## config.mk

```make
export PLATFORM = sky130hd
export DESIGN_NAME = cfg_pkt_decoder
export DESIGN_NICKNAME = d
export VERILOG_FILES = /design/src/rtl/cfgp_pkg.sv /design/src/rtl/cfgp_hdr_dec.sv /design/src/rtl/cfgp_regs.sv /design/src/rtl/cfgp_rdout.sv /design/src/rtl/cfg_pkt_decoder.sv
export SDC_FILE = /design/constraint.sdc
export NUM_CORES = 1
export LEC_CHECK = 0
export ABC_AREA = 1
export ABC_CLOCK_PERIOD_IN_PS = 3000
export CORE_AREA = 4 4 175 177
export DETAILED_ROUTE_END_ITERATION = 8
export DIE_AREA = 0 0 179 181
export SLEW_MARGIN = 40
export SYNTH_ARGS = -nofsm -noshare
export SYNTH_HDL_FRONTEND = slang
export SYNTH_SLANG_ARGS = --single-unit
export TNS_END_PERCENT = 100
```

## constraint.sdc

```tcl
create_clock -name clk -period 3 [get_ports clk]
set_input_delay 0.9 -clock clk [delete_from_list [all_inputs] [get_ports clk]]
set_output_delay 0.9 -clock clk [all_outputs]
set_load 0.03 [all_outputs]
```

## src/rtl/cfgp_pkg.sv

```systemverilog
package cfgp_pkg;
  localparam int WORD_W  = 32;
  localparam int ADDR_W  = 5;
  localparam int SHORT_W = 11;
  localparam int CNT_W   = 27;
  localparam int CMD_W   = 5;
  localparam int STAT_CRC_BIT = 0;
  localparam int STAT_REL_BIT = 13;

  localparam logic [WORD_W-1:0] SYNC_WORD = 32'hAA99_5566;

  localparam logic [ADDR_W-1:0] A_FAR  = 5'd1;
  localparam logic [ADDR_W-1:0] A_FDRO = 5'd3;
  localparam logic [ADDR_W-1:0] A_CMD  = 5'd4;
  localparam logic [ADDR_W-1:0] A_STAT = 5'd7;

  localparam logic [CMD_W-1:0] C_RCFG   = 5'd4;
  localparam logic [CMD_W-1:0] C_RCRC   = 5'd7;
  localparam logic [CMD_W-1:0] C_AGHIGH = 5'd8;

  typedef enum logic [1:0] {OP_NOP = 2'b00, OP_RD = 2'b01, OP_WR = 2'b10, OP_RSV = 2'b11} op_e;
  typedef enum logic [1:0] {S_HUNT, S_IDLE, S_WPAY, S_RDOUT} st_e;

  typedef struct packed {
    logic              t1;
    logic              t2;
    op_e               op;
    logic [ADDR_W-1:0] addr;
    logic [CNT_W-1:0]  cnt;
  } hdr_t;
endpackage

```

## src/rtl/cfgp_hdr_dec.sv

```systemverilog
module cfgp_hdr_dec
  import cfgp_pkg::*;
(
  input  logic [WORD_W-1:0] word,
  output hdr_t              hdr
);
  always_comb begin
    hdr.t1   = (word[31:29] == 3'b001);
    hdr.t2   = (word[31:29] == 3'b010);
    hdr.op   = op_e'(word[28:27]);
    hdr.addr = word[17:13];
    if (word[31:29] == 3'b010) hdr.cnt = word[CNT_W-1:0];
    else hdr.cnt = {{(CNT_W-SHORT_W){1'b0}}, word[SHORT_W-1:0]};
  end
endmodule

```

## src/rtl/cfgp_regs.sv

```systemverilog
module cfgp_regs
  import cfgp_pkg::*;
(
  input  logic              clk,
  input  logic              rst_n,
  input  logic              wr_en,
  input  logic [ADDR_W-1:0] wr_addr,
  input  logic [WORD_W-1:0] wr_data,
  input  logic              crc_set,
  input  logic              rel_done,
  output logic [WORD_W-1:0] far_q,
  output logic [CMD_W-1:0]  cmd_q,
  output logic [WORD_W-1:0] stat,
  output logic              rcfg_q,
  output logic              ghigh_q
);
  logic             far_we, cmd_we;
  logic [CMD_W-1:0] code;
  logic             crc_q, crc_d, rcfg_d, ghigh_d;

  always_comb begin
    far_we  = wr_en && (wr_addr == A_FAR);
    cmd_we  = wr_en && (wr_addr == A_CMD);
    code    = wr_data[CMD_W-1:0];
    crc_d   = crc_q;
    rcfg_d  = rcfg_q;
    ghigh_d = ghigh_q;
    if (cmd_we && code == C_RCRC)   crc_d   = 1'b0;
    if (crc_set)                    crc_d   = 1'b1;
    if (cmd_we && code == C_RCFG)   rcfg_d  = 1'b1;
    if (cmd_we && code == C_AGHIGH) ghigh_d = 1'b1;
  end

  always_comb begin
    stat = '0;
    stat[STAT_CRC_BIT] = crc_q;
    stat[STAT_REL_BIT] = rel_done;
  end

  always_ff @(posedge clk or negedge rst_n) begin
    if (!rst_n) begin
      far_q   <= '0;
      cmd_q   <= '0;
      crc_q   <= 1'b0;
      rcfg_q  <= 1'b0;
      ghigh_q <= 1'b0;
    end else begin
      if (far_we) far_q <= wr_data;
      if (cmd_we) cmd_q <= code;
      crc_q   <= crc_d;
      rcfg_q  <= rcfg_d;
      ghigh_q <= ghigh_d;
    end
  end

  // a clear command without a concurrent set leaves the flag low
  a_r5_rcrc_clears: assert property (@(posedge clk) disable iff (!rst_n)
    (cmd_we && code == C_RCRC && !crc_set) |=> !stat[STAT_CRC_BIT]);
  // a set pulse always raises the flag
  a_r5_crc_sets: assert property (@(posedge clk) disable iff (!rst_n)
    crc_set |=> stat[STAT_CRC_BIT]);
  // command effects are sticky
  a_r6_ghigh_sticky: assert property (@(posedge clk) disable iff (!rst_n)
    ghigh_q |=> ghigh_q);
  a_r6_rcfg_sticky: assert property (@(posedge clk) disable iff (!rst_n)
    rcfg_q |=> rcfg_q);
endmodule

```

## src/rtl/cfgp_rdout.sv

```systemverilog
module cfgp_rdout
  import cfgp_pkg::*;
(
  input  logic              clk,
  input  logic              rst_n,
  input  logic              start,
  input  logic [CNT_W-1:0]  cnt,
  input  logic [ADDR_W-1:0] addr,
  input  logic [WORD_W-1:0] far_q,
  input  logic [CMD_W-1:0]  cmd_q,
  input  logic [WORD_W-1:0] stat,
  output logic              out_valid,
  output logic [WORD_W-1:0] out_word,
  output logic              last
);
  logic [CNT_W-1:0]  rem_q, rem_d, idx_q, idx_d;
  logic [ADDR_W-1:0] tgt_q;
  logic              busy;

  assign busy      = (rem_q != '0);
  assign out_valid = busy;
  assign last      = (rem_q == CNT_W'(1));

  always_comb begin
    rem_d = rem_q;
    idx_d = idx_q;
    if (start) begin
      rem_d = cnt;
      idx_d = '0;
    end else if (busy) begin
      rem_d = rem_q - CNT_W'(1);
      idx_d = idx_q + CNT_W'(1);
    end
  end

  always_comb begin
    out_word = '0;
    if (busy) begin
      unique case (tgt_q)
        A_FDRO:  out_word = far_q + {{(WORD_W-CNT_W){1'b0}}, idx_q};
        A_FAR:   out_word = far_q;
        A_CMD:   out_word = {{(WORD_W-CMD_W){1'b0}}, cmd_q};
        A_STAT:  out_word = stat;
        default: out_word = '0;
      endcase
    end
  end

  always_ff @(posedge clk or negedge rst_n) begin
    if (!rst_n) begin
      rem_q <= '0;
      idx_q <= '0;
      tgt_q <= '0;
    end else begin
      rem_q <= rem_d;
      idx_q <= idx_d;
      if (start) tgt_q <= addr;
    end
  end

  // consecutive frame words step by one
  a_r9_fdro_ramp: assert property (@(posedge clk) disable iff (!rst_n)
    (out_valid && $past(out_valid) && tgt_q == A_FDRO && !$past(start))
      |-> out_word == $past(out_word) + 32'd1);
  // a burst is never restarted while one is running
  a_r4_no_restart: assert property (@(posedge clk) disable iff (!rst_n)
    busy |-> !start);
endmodule

```

## src/rtl/cfg_pkt_decoder.sv

```systemverilog
module cfg_pkt_decoder
  import cfgp_pkg::*;
(
  input  logic        clk,
  input  logic        rst_n,
  input  logic        in_valid,
  input  logic [31:0] in_word,
  input  logic        crc_err_in,
  input  logic        rel_done_in,
  output logic        synced,
  output logic        out_valid,
  output logic [31:0] out_word,
  output logic        proto_err,
  output logic        rcfg_mode,
  output logic        ghigh
);
  st_e               st_q, st_d;
  logic [ADDR_W-1:0] tgt_q, tgt_d, addr_eff;
  logic              arm_q, arm_d;
  logic [CNT_W-1:0]  wrem_q, wrem_d;
  logic              perr_q, perr_d;
  logic              hdr_go, rd_start, wr_en, rd_last;
  hdr_t              hdr;
  logic [WORD_W-1:0] far_q, stat;
  logic [CMD_W-1:0]  cmd_q;

  cfgp_hdr_dec u_dec (.word(in_word), .hdr(hdr));

  cfgp_regs u_regs (
    .clk(clk), .rst_n(rst_n), .wr_en(wr_en), .wr_addr(tgt_q), .wr_data(in_word),
    .crc_set(crc_err_in), .rel_done(rel_done_in), .far_q(far_q), .cmd_q(cmd_q),
    .stat(stat), .rcfg_q(rcfg_mode), .ghigh_q(ghigh)
  );

  cfgp_rdout u_rd (
    .clk(clk), .rst_n(rst_n), .start(rd_start), .cnt(hdr.cnt), .addr(addr_eff),
    .far_q(far_q), .cmd_q(cmd_q), .stat(stat), .out_valid(out_valid),
    .out_word(out_word), .last(rd_last)
  );

  always_comb begin
    st_d     = st_q;
    tgt_d    = tgt_q;
    arm_d    = arm_q;
    wrem_d   = wrem_q;
    perr_d   = 1'b0;
    rd_start = 1'b0;
    wr_en    = 1'b0;
    addr_eff = hdr.t1 ? hdr.addr : tgt_q;
    hdr_go   = (hdr.t1 || (hdr.t2 && arm_q)) && (hdr.op == OP_RD || hdr.op == OP_WR);
    unique case (st_q)
      S_HUNT: if (in_valid && in_word == SYNC_WORD) st_d = S_IDLE;
      S_IDLE: if (in_valid) begin
        if (hdr.t2 && !arm_q) perr_d = 1'b1;
        if (hdr_go) begin
          tgt_d = addr_eff;
          arm_d = hdr.t1;
          if (hdr.cnt != '0) begin
            if (hdr.op == OP_RD) begin
              rd_start = 1'b1;
              st_d     = S_RDOUT;
            end else begin
              wrem_d = hdr.cnt;
              st_d   = S_WPAY;
            end
          end
        end
      end
      S_WPAY: if (in_valid) begin
        wr_en  = 1'b1;
        wrem_d = wrem_q - CNT_W'(1);
        if (wrem_q == CNT_W'(1)) st_d = S_IDLE;
      end
      S_RDOUT: if (rd_last) st_d = S_IDLE;
      default: st_d = S_HUNT;
    endcase
  end

  always_ff @(posedge clk or negedge rst_n) begin
    if (!rst_n) begin
      st_q   <= S_HUNT;
      tgt_q  <= '0;
      arm_q  <= 1'b0;
      wrem_q <= '0;
      perr_q <= 1'b0;
    end else begin
      st_q   <= st_d;
      perr_q <= perr_d;
      if (st_q == S_IDLE) begin
        tgt_q <= tgt_d;
        arm_q <= arm_d;
      end
      if (st_q != S_HUNT) wrem_q <= wrem_d;
    end
  end

  assign synced    = (st_q != S_HUNT);
  assign proto_err = perr_q;

  // nothing leaves the block before sync
  a_r1_quiet_unsynced: assert property (@(posedge clk) disable iff (!rst_n)
    !synced |-> (!out_valid && !proto_err && !rcfg_mode && !ghigh));
  // sync is entered only on the sync word
  a_r1_sync_entry: assert property (@(posedge clk) disable iff (!rst_n)
    $rose(synced) |-> ($past(in_valid) && $past(in_word) == SYNC_WORD));
  // sync is never lost
  a_r1_sync_holds: assert property (@(posedge clk) disable iff (!rst_n)
    synced |=> synced);
  // a rejected header starts no burst
  a_r8_err_no_burst: assert property (@(posedge clk) disable iff (!rst_n)
    proto_err |-> !out_valid);
  // input during a burst writes nothing
  a_r10_hold_regs: assert property (@(posedge clk) disable iff (!rst_n)
    (out_valid && in_valid) |=> ($stable(far_q) && $stable(cmd_q) && $stable(ghigh)));
endmodule

```

======== After elaboration in Yosys (flattened, before gate mapping) ========
Index checks and enable logic that the tools add are counted.
Widths: inputs -> output; s select.
word-level totals
  register bits ........................... 135
  bits in latches ......................... 0
  bits in writable memories ............... 0
  ROM bits ................................ 0
  output and inout bits ................... 37
  word-level logic and storage cells ...... 101
  memories kept ........................... 0
operators by class
  $add $sub $neg .......................... 4
  $mul .................................... 0
  div/mod/pow operators ................... 0
  order comparisons ....................... 0
  eq/ne operators ......................... 27
  shifts and indexed selects .............. 0
  multiplexer cells ....................... 35
  bitwise gates (word level) .............. 0
  reductions and logical operators ........ 22
operator list
  operator               number
  $mux 27                10
  $pmux 32 s4            1
  $eq 27x1->1 const B    2
  $pmux 27 s2            1
  $reduce_bool 27->1     2
  $sub 27x1->27 const B  2
  $add 32x27->32         1
  $eq 32x32->1 const B   1
  $mux 32                1
  $add 27x1->27 const B  1
  $eq 5x3->1 const B     5
  $ne 2x2->1 const B     8
  $mux 2                 7
  $reduce_and 7->1       2
  $mux 1                 13
  $eq 5x1->1 const B     2
  $logic_and 1x1->1      9
  $pmux 2 s4             1
  $reduce_bool 2->1      4
  $eq 2x2->1 const B     3
  $eq 5x2->1 const B     1
  $eq 5x4->1 const B     1
  $mux 5                 1
  $eq 2x1->1 const B     2
  6 further kinds        7

======== Longest topological paths before layout ========
Gate-level depths: netlist of the first run.
  word-level depth ........................ 8
  mapped depth ............................ 15

======== Hierarchy ========
A second synthesis of the first run with hierarchy kept.
unflattened totals
  cells, all modules ...................... 1833
  area total of the unflattened synthesis .. 11496.0 um2
by module, submodules not included
  module           instances  cells an instance  area each (um2)  seq. area each (um2)
  cfgp_rdout       1          1100               6531.3           1476.4
  cfg_pkt_decoder  1          463                2765.2           900.9
  cfgp_regs        1          214                1871.8           1001.0
  cfgp_hdr_dec     1          56                 327.8            0.0

======== Worst setup path after synthesis of the first run ========
No wires, ideal clock.
  path type ............................... reg-to-output
  start ................................... register u_rd.idx_q[0]
  end ..................................... output port out_word[16]
  data arrival time ....................... 2.249 ns
  data required time ...................... 2.100 ns
  setup slack ............................. -0.149 ns
  stages on the path, launching flop included .. 14
  path buffers ............................ 0
  path through ............................ dfrtp_1 > ha_1 > inv_1 > fa_1 > inv_1 > nand3_1 > nand3_1 > nand2_1 > nand2_1 > nand2_1 > nand3_1 > nor2_1 > nand3b_1 > a21oi_1
on the way
  longest elaborated chain between the ends .. 3
ends and longest elaborated chain
  what                    RTL line               RTL
  start, declared         cfgp_rdout.sv:16       logic [CNT_W-1:0] rem_q, rem_d, idx_q, idx_d;
  start signal, assigned  cfgp_rdout.sv:56       idx_q <= idx_d;
  $add 32x27->32          cfgp_rdout.sv:40       A_FDRO: out_word = far_q + {{(WORD_W-CNT_W){1'b0}}, idx_q};
  $pmux 32 s4             cfgp_rdout.sv:39       unique case (tgt_q)
  $mux 32                 cfgp_rdout.sv:38       if (busy) begin
  end, declared           cfg_pkt_decoder.sv:12  output logic [31:0] out_word,
Every way passes these cells.

======== Final worst setup path of the first run ========
  start ................................... register u_rd.idx_q[5]
  end ..................................... output port out_word[10]
The elaborated chain is that of the path after synthesis.

==> load_flow_metrics.sql, run 1 <==
INSERT INTO impl_metrics (metric_group, metric, value, unit) VALUES
('floorplanning', 'core_area', '29200', 'um2'),
('sta', 'worstMarginPinSlew', '520', 'ps'),
('floorplanning', 'std_cell_rows', '63', ''),
('sta', 'report.final.slew_viol_count', '0', ''),
('min_path', 'min-delay-path-class', 'primary input to asynchronous set/reset pin', ''),
('sta', 'setup-violations-final', '29', ''),
('clock_tree', 'cts.sink_count', '135', ''),
('clock_tree', 'clockBufferDepth', '2', ''),
('critical_path', 'worstRegToRegCells', '22', ''),
('synthesis', 'ys_dominant_reg_cell', 'sky130_fd_sc_hd__dfrtp_1', ''),
('global_routing', 'groute.usage.overall', '25.4', '%'),
('clock_tree', 'cts_inserted_buffers', '17', ''),
('drt', 'antenna_violating_nets_post_route', '0', ''),
('global_routing', 'overflow', '0', ''),
('global_routing', 'grt_antenna_before_repair', '1', ''),
('sta', 'holdWs', '414', 'ps'),
('layout', 'num_antenna_cells', '0', ''),
('sta', 'finalClockSkew', '11.4', 'ps'),
('job', 'max_cap_viol_count', '0', ''),
('status', 'failing_checks', 'setup timing', ''),
('power', 'peakVddDrop', '337', 'uV'),
('drt', 'totalWireLength', '41600', 'um'),
('placed_design', 'gp_congestion', '0.996', ''),
('floorplanning', 'io_pins', '74', ''),
('synthesis', 'synth_seq_cells', '135', ''),
('drt', 'drc', '0', ''),
('layout', 'multi_input_comb_area', '6890', 'um2'),
('layout', 'finish.instance_area', '15100', 'um2'),
('floorplanning', 'dieHeight', '181', 'um'),
('synthesis', 'yosys.cell_types.count', '42', ''),
('synthesis', 'netlist_instances', '1542', ''),
('synthesis', 'synth_largest_type_area_fraction', '33.7', '%'),
('critical_path', 'critPathArrivalTime', '2520', 'ps'),
('placed_design', 'placement.cell_area', '12800', 'um2'),
('synthesis', 'async_set_reset_flop_share_out_of_synthesis', '100', '%'),
('layout', 'fill_cells', '2866', ''),
('sta', 'final.min_clock_period', '3420', 'ps'),
('layout', 'area.sequential', '3380', 'um2'),
('critical_path', 'worst-setup-path-type', 'register to output pin', ''),
('placed_design', 'dp.final_hpwl', '32700', 'um'),
('drt', 'wl_per_cell', '18.4', 'um'),
('layout', 'finalCoreUtilization', '51.5', '%'),
('floorplanning', 'initial_standard_cell_utilization_of_the_core', '34.3', '%'),
('critical_path', 'rr_startpoint', 'u_rd.rem_q[1]', ''),
('drt', 'avgViaCountPerCell', '5.14', ''),
('sta', 'slew-limit-headroom', '65.3', '%'),
('drt', 'drtIter0Drc', '963', ''),
('global_routing', 'first_global_vias', '11400', ''),
('placed_design', 'numPortBuffers', '73', ''),
('clock_tree', 'clk_latency', '430', 'ps'),
('clock_tree', 'cts_root_buffer', 'sky130_fd_sc_hd__clkbuf_16', ''),
('critical_path', 'start_kind', 'register', ''),
('synthesis', 'number_of_warning_messages_in_the_yosys_log', '0', ''),
('clock_tree', 'htreeDepth', '4', ''),
('sta', 'rsz0062_at_grt', 'yes', ''),
('critical_path', 'endpoint_kind', 'output pin', ''),
('sta', 'crit_share_post_route', '114', '%'),
('synthesis', 'mean_syn_cell_area', '6.50', 'um2'),
('floorplanning', 'floorplan.die_area', '32400', 'um2'),
('critical_path', 'ff2ff_setup_slack', '260', 'ps'),
('global_routing', 'maximum_number_of_pins_on_one_net_before_global_route_repair', '63', ''),
('sta', 'totalNegativeSetupSlack', '-9670', 'ps'),
('power', 'leakagePower', '7.20', 'nW'),
('sta', 'setup_ws', '-415', 'ps'),
('global_routing', 'grt_pass1_wl', '63200', 'um'),
('critical_path', 'required', '2100', 'ps'),
('synthesis', 'seq_area_frac_synth', '33.7', '%'),
('clock_tree', 'cts_tree', 'done', ''),
('layout', 'syn_to_final_growth', '50.3', '%'),
('synthesis', 'postSynthNetCount', '1613', ''),
('status', 'run_status', 'complete, but fails checks', '');
[worst max-delay path: stages, from the launching register on]
cell	delay, ps
sky130_fd_sc_hd__dfrtp_1	420
sky130_fd_sc_hd__ha_4	290
sky130_fd_sc_hd__nand2_4	80
sky130_fd_sc_hd__inv_1	40
sky130_fd_sc_hd__nand2_1	70
sky130_fd_sc_hd__nand2_2	90
sky130_fd_sc_hd__buf_4	140
sky130_fd_sc_hd__nand2_1	70
sky130_fd_sc_hd__nand3b_1	130
sky130_fd_sc_hd__buf_4	170
sky130_fd_sc_hd__or2_2	280
sky130_fd_sc_hd__nand3_2	90
sky130_fd_sc_hd__a21oi_4	70
sky130_fd_sc_hd__buf_12	140
[flip-flops by register name, summed over array words and instances, names as in the netlist, 2 cells and up]
register      cells
u_rd.tgt_q        5
u_rd.idx_q       27
u_regs.cmd_q      5
st_q              2
u_rd.rem_q       27
wrem_q           27
u_regs.far_q     32
tgt_q             5
[layout make-up]
cell class              count  share of cell area [%]
clock inverters            14                    1.39
repair buffers            336                    19.4
flip-flops and latches    135                    22.5
inverters                 199                    4.97
clock buffers              18                    2.85
well taps                 390                    3.24
multi-input cells        1174                    45.7
[cell usage after synthesis (all sizes together) (11+ instances only)]
| master | count |
|---|---|
| nand2 | 422 |
| nor2 | 219 |
| inv | 199 |
| o21ai | 144 |
| dfrtp | 135 |
| nand3 | 103 |
| a21oi | 85 |
| ha | 33 |
| xor2 | 33 |
| nor3 | 26 |
| nand4 | 25 |
| clkbuf | 21 |
| buf | 13 |
| xnor2 | 12 |
| o211ai | 11 |
| o22ai | 11 |
[metrics by stage]
stage,total power [W],std cells
after floorplan,0.00283,1542
after global placement,0.00339,2191
final,0.00596,2266
after detailed placement,0.00340,2191
after CTS,0.00591,2256
after global routing,0.00625,2266
[cells by family after synthesis]
group           count (synthesis)  synth area share, %
simple gates                  816                 33.8
flops                         135                 33.7
fa+ha+maj                      34                 4.32
xor+xnor                       45                 3.93
mux                             3                0.324
buf+inv                       233                 9.07
compound gates                276                 14.8
[placed cells by master, fill, tap and decap left out, drive strengths merged, types with 2 or more instances in the layout]
cell	n
nand2	422
buf	297
nor2	219
inv	207
o21ai	144
dfrtp	135
nand3	103
a21oi	85
clkdlybuf4s50	39
xor2	33
ha	33
nor3	26
nand4	25
clkbuf	18
xnor2	12
o211ai	11
o22ai	11
a31oi	7
or2	7
nand3b	6
nor4	5
bufinv	4
o21bai	3
a221oi	3
o31ai	3
and3	3
a22oi	3
a21o	2
mux2	2
[report_power, final]
part	total, W	internal, W	switching (W)
clock network	0.00235	0.00142	0.000930
logic	0.00142	0.000619	0.000803
registers	0.00219	0.00200	0.000187
total	0.00596	0.00404	0.00192
[per-layer routing]
metal,up-vias,share of wire [%],GRT usage (%)
met1,5447,42,32.1
li1,5661,-,-
met2,415,47,42.3
met4,2,5.1,11.8
met5,-,0.031,0
met3,112,5.5,4.27
[how the worst max path moves through the flow]
stage,slack [ps],from,to
final,-420,u_rd.idx_q[5],out_word[10]
after global routing,-520,u_regs.far_q[0],out_word[16]
after CTS,-450,u_rd.idx_q[0],out_word[16]
after detailed placement,-330,u_regs.far_q[5],out_word[6]
after global placement,-260,u_regs.far_q[0],out_word[4]
after floorplan,-9,u_rd.idx_q[0],out_word[16]
[repair_timing]
item	CTS	global route
endpoints found under the setup margin	33	36
buffers inserted	34	16
resized for setup	243	100
pin swaps	59	63
hold buffers	0	0
Power figures use the tool's default switching activity.
==> run 2, diff against run 1 <==
- CTS_BUF_LIST: default -> sky130_fd_sc_hd__clkbuf_8
==> run 2 against run 1 <==
Effect of this change: the flow still finishes with violations (setup timing); clock-buffer cell count decreased by 1; first-iteration DRC count decreased by 17%; global-route usage increased by 0.13 points.
==> load_flow_metrics.sql, run 2 (same netlist as run 1, synthesis figures left out) <==
INSERT INTO impl_metrics (metric_group, metric, value, unit) VALUES
('floorplanning', 'initial_standard_cell_utilization_of_the_core', '34.3', '%'),
('placed_design', 'dp.final_hpwl', '32700', 'um'),
('clock_tree', 'clk_transition_reported_paths', '90', 'ps'),
('power', 'net_load_switching_power', '0.00186', 'W'),
('global_routing', 'grt_antenna_before_repair', '2', ''),
('sta', 'setup_ws', '-489', 'ps'),
('floorplanning', 'io_pins', '74', ''),
('layout', 'finish.instance_area', '15100', 'um2'),
('clock_tree', 'cts.sink_count', '135', ''),
('placed_design', 'gp_congestion', '0.996', ''),
('sta', 'rsz0062_at_grt', 'yes', ''),
('critical_path', 'cp_slowest_stage_delay', '420', 'ps'),
('job', 'max_cap_viol_count', '0', ''),
('critical_path', 'path_buf_inv', '2', ''),
('drt', 'detail_route.first_pass.iterations', '6', ''),
('floorplanning', 'dieHeight', '181', 'um'),
('critical_path', 'endpoint_kind', 'output pin', ''),
('drt', 'routed.top_layer', 'met5', ''),
('critical_path', 'ff2ff_setup_slack', '180', 'ps'),
('global_routing', 'grt_pass1_wl', '63500', 'um'),
('critical_path', 'rr_startpoint', 'u_rd.rem_q[1]', ''),
('sta', 'report.final.slew_viol_count', '0', ''),
('drt', 'drtIter0Drc', '803', ''),
('layout', 'largest_register_ffs', '32', ''),
('global_routing', 'overflow', '0', ''),
('sta', 'worstMarginPinSlew', '537', 'ps'),
('power', 'peakVddDrop', '269', 'uV'),
('floorplanning', 'std_cell_rows', '63', ''),
('placed_design', 'placement.cell_area', '12800', 'um2'),
('drt', 'drc', '0', ''),
('global_routing', 'first_global_vias', '11400', ''),
('floorplanning', 'core_area', '29200', 'um2'),
('clock_tree', 'clockBufferDepth', '2', ''),
('critical_path', 'critPathArrivalTime', '2590', 'ps'),
('floorplanning', 'die_width', '179', 'um'),
('sta', 'final.min_clock_period', '3490', 'ps'),
('layout', 'register_with_the_highest_flop_count', 'u_regs.far_q', ''),
('critical_path', 'worstPathMaxFanout', '4', ''),
('clock_tree', 'cts_tree', 'done', ''),
('sta', 'setup-violations-final', '32', ''),
('layout', 'syn_to_final_growth', '50.2', '%'),
('min_path', 'min-delay-path-class', 'primary input to asynchronous set/reset pin', ''),
('placed_design', 'placement.setup.worst_slack', '-331', 'ps'),
('critical_path', 'worst_path_max_delay_cell', 'sky130_fd_sc_hd__dfrtp_1', ''),
('drt', 'met1_length', '17500', 'um'),
('critical_path', 'cp.depth', '12', ''),
('critical_path', 'worstRegToRegCells', '23', ''),
('layout', 'finalCoreUtilization', '51.5', '%'),
('power', 'power_frac_seq', '40.4', '%'),
('global_routing', 'maximum_number_of_pins_on_one_net_before_global_route_repair', '63', ''),
('power', 'combPwrFrac', '26.6', '%'),
('critical_path', 'crit_path_cell_trace', 'ha_4, buf_6, a21oi_4, nor2_4, nor2_2, nand2_2, nand2_2, nand3_4, a21oi_2, o21ai_2, a21oi_2, buf_12', ''),
('sta', 'slew-limit-headroom', '64.2', '%'),
('drt', 'avgViaCountPerCell', '5.13', ''),
('global_routing', 'groute.usage.overall', '25.6', '%'),
('critical_path', 'worstReg2RegEnd', 'u_rd.rem_q[18]', ''),
('layout', 'num_antenna_cells', '0', ''),
('power', 'switching_share', '34.4', '%'),
('clock_tree', 'htreeDepth', '4', ''),
('layout', 'fill_cells', '2885', ''),
('drt', 'totalWireLength', '42000', 'um'),
('drt', 'antenna_violating_nets_post_route', '0', ''),
('critical_path', 'start_kind', 'register', ''),
('sta', 'finalClockSkew', '16.3', 'ps'),
('drt', 'routed_length_on_met3', '2250', 'um'),
('drt', 'wl_per_cell', '18.5', 'um'),
('floorplanning', 'floorplan.die_area', '32400', 'um2'),
('status', 'run_status', 'complete, but fails checks', ''),
('power', 'leakagePower', '7.17', 'nW'),
('layout', 'design.final.nets', '1939', ''),
('placed_design', 'numPortBuffers', '73', ''),
('critical_path', 'worst-setup-path-type', 'register to output pin', ''),
('layout', 'most_frequent_cells_in_the_layout', '357 x sky130_fd_sc_hd__nand2_1, 241 x sky130_fd_sc_hd__buf_4, 186 x sky130_fd_sc_hd__inv_1', ''),
('drt', 'met2_length', '20000', 'um'),
('layout', 'layout-drive-gt1-share', '31.0', '%'),
('clock_tree', 'cts_root_buffer', 'sky130_fd_sc_hd__clkbuf_8', ''),
('power', 'power_report.internal_total', '0.00355', 'W'),
('clock_tree', 'clk_latency', '460', 'ps'),
('status', 'failing_checks', 'setup timing', ''),
('critical_path', 'critPathLaunch', 'u_rd.idx_q[4]', ''),
('clock_tree', 'post_cts_hold_buffer_count', '0', ''),
('power', 'clock_power_share', '33.0', '%'),
('drt', 'route.vias.total', '11700', ''),
('critical_path', 'required', '2100', 'ps'),
('layout', 'most_common_library_cell_in_the_layout_ignoring_fill_and_taps', 'sky130_fd_sc_hd__nand2_1', ''),
('sta', 'totalNegativeSetupSlack', '-11240', 'ps'),
('critical_path', 'critical-path-top-delay-family', 'compound AO/OA/AOI/OAI gates', ''),
('sta', 'crit_share_post_route', '116', '%'),
('sta', 'number_of_failing_hold_endpoints_at_the_final_stage', '0', ''),
('power', 'power_per_cell_area', '359', 'nW/um2'),
('critical_path', 'worst_setup_path_endpoint', 'out_word[15]', ''),
('clock_tree', 'cts_inserted_buffers', '17', ''),
('sta', 'maxClockFrequency', '287', 'MHz');
run 2: changes by cell type in the layout (fill, tap and decap cells not counted), moves of 3 or more:
cell / change
sky130_fd_sc_hd__clkbuf_8: +17
sky130_fd_sc_hd__nand2_1: -6
sky130_fd_sc_hd__nand2_2: +5
sky130_fd_sc_hd__nor2_4: +3
sky130_fd_sc_hd__buf_6: +3
sky130_fd_sc_hd__nor2_1: -8
sky130_fd_sc_hd__nor2_2: +5
sky130_fd_sc_hd__clkbuf_16: -17
run 2: what timing repair did:
item / 4_1_cts / 5_1_grt
setup endpoints to repair: 33 / 33
setup buffers: 39 / 14
gates resized for setup: 271 / 107
pin swaps: 72 / 69
gates cloned: 2 / 0
run 2: cell type report:
cell class | instances | area [um2] | share of cell area, %
Multi-Input combinational cell | 1174 | 6990 | 46.4
Sequential cell | 135 | 3380 | 22.5
Timing Repair Buffer | 341 | 3000 | 19.9
Inverter | 199 | 749 | 4.98
Tap cell | 390 | 488 | 3.24
Clock buffer | 17 | 234 | 1.55
Clock inverter | 15 | 213 | 1.41
run 2: routing by layer:
metal  vias up  track usage (%)
li1       5668                -
met4         2             12.1
met5         -                0
met3       120             3.12
met1      5454             32.6
met2       415             42.8
run 2: worst min-delay path by stage:
stage | start | to | slack, ps
after floorplan | u_regs.cmd_q[3] | u_regs.cmd_q[3] | 450
after global placement | u_regs.ghigh_q | u_regs.ghigh_q | 450
after detailed placement | u_regs.ghigh_q | u_regs.ghigh_q | 450
after CTS | rst_n | wrem_q[14] | 380
after global routing | rst_n | wrem_q[17] | 390
final | rst_n | wrem_q[16] | 380
run 2: worst register-to-register path, cell delays in order (launching register included):
cell and delay (ps):
sky130_fd_sc_hd__dfrtp_1 380, sky130_fd_sc_hd__inv_2 60, sky130_fd_sc_hd__ha_4 160, sky130_fd_sc_hd__nand2_4 80
sky130_fd_sc_hd__nor2_4 50, sky130_fd_sc_hd__buf_6 120, sky130_fd_sc_hd__nand2_4 60, sky130_fd_sc_hd__nor2_4 40
sky130_fd_sc_hd__buf_4 120, sky130_fd_sc_hd__buf_4 120, sky130_fd_sc_hd__buf_4 120, sky130_fd_sc_hd__buf_4 120
sky130_fd_sc_hd__buf_4 120, sky130_fd_sc_hd__buf_4 120, sky130_fd_sc_hd__buf_4 130, sky130_fd_sc_hd__buf_4 120
sky130_fd_sc_hd__buf_4 120, sky130_fd_sc_hd__buf_4 120, sky130_fd_sc_hd__buf_4 120, sky130_fd_sc_hd__nand3_1 80
sky130_fd_sc_hd__xor2_1 160, sky130_fd_sc_hd__nand2_1 60, sky130_fd_sc_hd__o21ai_0 70, sky130_fd_sc_hd__inv_1 50
run 2: metrics by stage:
stage          power [W]  std cells  hold WS [ps]
3_3_place_gp     0.00339       2191           448
3_5_place_dp     0.00340       2191           454
5_1_grt          0.00569       2271           389
6_report         0.00541       2271           380
4_1_cts          0.00535       2261           383
2_1_floorplan    0.00283       1542           453
run 2: power by group through the flow:
stage | Combinational, W | Sequential [W] | Clock [W]
2_1_floorplan | 0.000657 | 0.00217 | 0
6_report | 0.00144 | 0.00219 | 0.00179
3_3_place_gp | 0.00120 | 0.00219 | 0
3_5_place_dp | 0.00121 | 0.00219 | 0
5_1_grt | 0.00158 | 0.00221 | 0.00190
4_1_cts | 0.00136 | 0.00218 | 0.00181
==> run 3, diff against run 2 <==
- SKIP_LAST_GASP: default -> 1
==> run 3 against run 2 <==
Effect of this change: the flow still finishes with violations (setup timing); register-to-register slack barely moved; via count barely moved; combinational power barely moved; die area did not move; wire length barely moved; first-iteration DRC count rose by 7.0%; non-clock buffer count rose by 5; fmax rose by 0.44%; final area fell by 1.0%; flip-flop and latch count did not move; critical endpoint is now out_word[25]; highest routed layer unchanged.
==> load_flow_metrics.sql, run 3 (same netlist as run 1, synthesis figures left out) <==
INSERT INTO impl_metrics (metric_group, metric, value, unit) VALUES
('layout', 'num_antenna_cells', '0', ''),
('sta', 'report.final.slew_viol_count', '0', ''),
('clock_tree', 'htreeDepth', '4', ''),
('clock_tree', 'cts_tree', 'done', ''),
('critical_path', 'crit_path_cell_trace', 'ha_4, buf_6, a21oi_4, buf_6, nand2_1, nand2_1, nand3_2, buf_4, nand3_2, nand2_1, nand2_1, nand3_1, a21oi_2, buf_6', ''),
('floorplanning', 'die_width', '179', 'um'),
('layout', 'most_frequent_cells_in_the_layout', '371 x sky130_fd_sc_hd__nand2_1, 253 x sky130_fd_sc_hd__buf_4, 188 x sky130_fd_sc_hd__nor2_1', ''),
('sta', 'rsz0062_at_grt', 'yes', ''),
('critical_path', 'critPathMostFrequentCell', 'sky130_fd_sc_hd__nand2_1', ''),
('layout', 'most_common_library_cell_in_the_layout_ignoring_fill_and_taps', 'sky130_fd_sc_hd__nand2_1', ''),
('clock_tree', 'clk_latency', '470', 'ps'),
('critical_path', 'worstReg2RegEnd', 'u_rd.rem_q[18]', ''),
('floorplanning', 'initial_standard_cell_utilization_of_the_core', '34.3', '%'),
('drt', 'route.vias.total', '11700', ''),
('sta', 'final.min_clock_period', '3470', 'ps'),
('critical_path', 'cp.depth', '14', ''),
('drt', 'drc', '0', ''),
('status', 'failing_checks', 'setup timing', ''),
('drt', 'totalWireLength', '42000', 'um'),
('critical_path', 'rr_startpoint', 'u_rd.rem_q[1]', ''),
('sta', 'worstMarginPinSlew', '531', 'ps'),
('critical_path', 'ff2ff_setup_slack', '180', 'ps'),
('sta', 'totalNegativeSetupSlack', '-11380', 'ps'),
('sta', 'maxClockFrequency', '288', 'MHz'),
('clock_tree', 'cts.sink_count', '135', ''),
('clock_tree', 'cts_root_buffer', 'sky130_fd_sc_hd__clkbuf_8', ''),
('layout', 'design.final.nets', '1944', ''),
('layout', 'syn_to_final_growth', '48.6', '%'),
('placed_design', 'gp_congestion', '0.996', ''),
('floorplanning', 'io_pins', '74', ''),
('sta', 'setup-violations-final', '30', ''),
('job', 'max_cap_viol_count', '0', ''),
('critical_path', 'critical-path-top-delay-family', 'buffers and inverters', ''),
('critical_path', 'worst_path_max_delay_cell', 'sky130_fd_sc_hd__dfrtp_1', ''),
('global_routing', 'groute.usage.overall', '25.6', '%'),
('drt', 'avgViaCountPerCell', '5.12', ''),
('floorplanning', 'floorplan.die_area', '32400', 'um2'),
('layout', 'largest_register_ffs', '32', ''),
('clock_tree', 'clockBufferDepth', '2', ''),
('critical_path', 'required', '2100', 'ps'),
('layout', 'finalCoreUtilization', '50.9', '%'),
('critical_path', 'worstRegToRegCells', '23', ''),
('layout', 'area.sequential', '3380', 'um2'),
('sta', 'slew-limit-headroom', '64.6', '%'),
('drt', 'antenna_violating_nets_post_route', '0', ''),
('placed_design', 'dp.final_hpwl', '32700', 'um'),
('clock_tree', 'cts_inserted_buffers', '17', ''),
('critical_path', 'critPathArrivalTime', '2570', 'ps'),
('global_routing', 'overflow', '0', ''),
('critical_path', 'worst-setup-path-type', 'register to output pin', ''),
('layout', 'register_with_the_highest_flop_count', 'u_regs.far_q', ''),
('sta', 'number_of_failing_hold_endpoints_at_the_final_stage', '0', ''),
('drt', 'drtIter0Drc', '859', ''),
('clock_tree', 'clk_transition_reported_paths', '90', 'ps'),
('floorplanning', 'std_cell_rows', '63', ''),
('sta', 'setup_ws', '-474', 'ps'),
('min_path', 'min-delay-path-class', 'primary input to asynchronous set/reset pin', ''),
('critical_path', 'path_buf_inv', '4', ''),
('drt', 'detail_route.first_pass.iterations', '5', ''),
('layout', 'layout-drive-gt1-share', '29.6', '%'),
('critical_path', 'worstPathMaxFanout', '3', ''),
('global_routing', 'grt_antenna_before_repair', '2', ''),
('sta', 'crit_share_post_route', '116', '%'),
('power', 'peakVddDrop', '268', 'uV'),
('critical_path', 'endpoint_kind', 'output pin', ''),
('sta', 'finalClockSkew', '13.2', 'ps'),
('global_routing', 'maximum_number_of_pins_on_one_net_before_global_route_repair', '63', ''),
('power', 'power_per_cell_area', '363', 'nW/um2'),
('placed_design', 'numPortBuffers', '73', ''),
('layout', 'multi_input_comb_area', '6820', 'um2'),
('status', 'run_status', 'complete, but fails checks', ''),
('floorplanning', 'dieHeight', '181', 'um'),
('floorplanning', 'core_area', '29200', 'um2'),
('global_routing', 'grt_pass1_wl', '63600', 'um'),
('global_routing', 'first_global_vias', '11400', ''),
('critical_path', 'start_kind', 'register', ''),
('drt', 'wl_per_cell', '18.5', 'um'),
('critical_path', 'cp_slowest_stage_delay', '420', 'ps'),
('layout', 'fill_cells', '2894', ''),
('power', 'leakagePower', '7.18', 'nW');
[run 3: repair_timing]
item,in CTS,in global routing
gates resized for setup,257,70
endpoints found under the setup margin,33,33
buffers inserted,39,19
pin swaps,71,54
gates cloned,2,0
hold buffers,0,0
endpoints found under the hold margin,0,0
[run 3: stage by stage]
stage / instances / hold WS (ps) / setup slack (ps) / area, um2 / power, W
4_1_cts: 2261 / 383 / -478 / 14500 / 0.00535
3_5_place_dp: 2191 / 454 / -331 / 12800 / 0.00340
6_report: 2276 / 369 / -474 / 14900 / 0.00541
3_3_place_gp: 2191 / 448 / -263 / 12800 / 0.00339
5_1_grt: 2276 / 391 / -606 / 14900 / 0.00569
2_1_floorplan: 1542 / 453 / -9.15 / 10000 / 0.00283
[run 3: final cells by class]
cell class | instances | share of cell area (%)
Clock inverter | 15 | 1.43
Multi-Input combinational cell | 1174 | 45.8
Inverter | 199 | 5.01
Sequential cell | 135 | 22.7
Timing Repair Buffer | 346 | 20.2
Clock buffer | 17 | 1.57
Tap cell | 390 | 3.28
[run 3: where the power goes]
part | total [W] | internal [W] | switching, W | leakage [nW]
clock network | 0.00179 | 0.000929 | 0.000863 | 0.226
registers | 0.00218 | 0.00200 | 0.000182 | 1.71
logic | 0.00144 | 0.000621 | 0.000816 | 5.25
[run 3: layer usage]
metal  wire length (um)  up-vias  global-route usage [%]
li1                   -     5678                       -
met1              17600     5464                    32.6
met2              19800      396                    42.5
met3               2330      121                    3.66
met4               2290        2                    12.2
met5                 13        -                       0
[run 3: worst max path at each step]
| stage | startpoint | endpoint | slack (ps) |
|---|---|---|---|
| finish | u_rd.idx_q[4] | out_word[25] | -470 |
| global route | u_regs.far_q[5] | out_word[25] | -610 |
| CTS | u_rd.idx_q[0] | out_word[16] | -480 |
| detailed placement | u_regs.far_q[5] | out_word[6] | -330 |
| global placement | u_regs.far_q[0] | out_word[4] | -260 |
| floorplan | u_rd.idx_q[0] | out_word[16] | -9 |
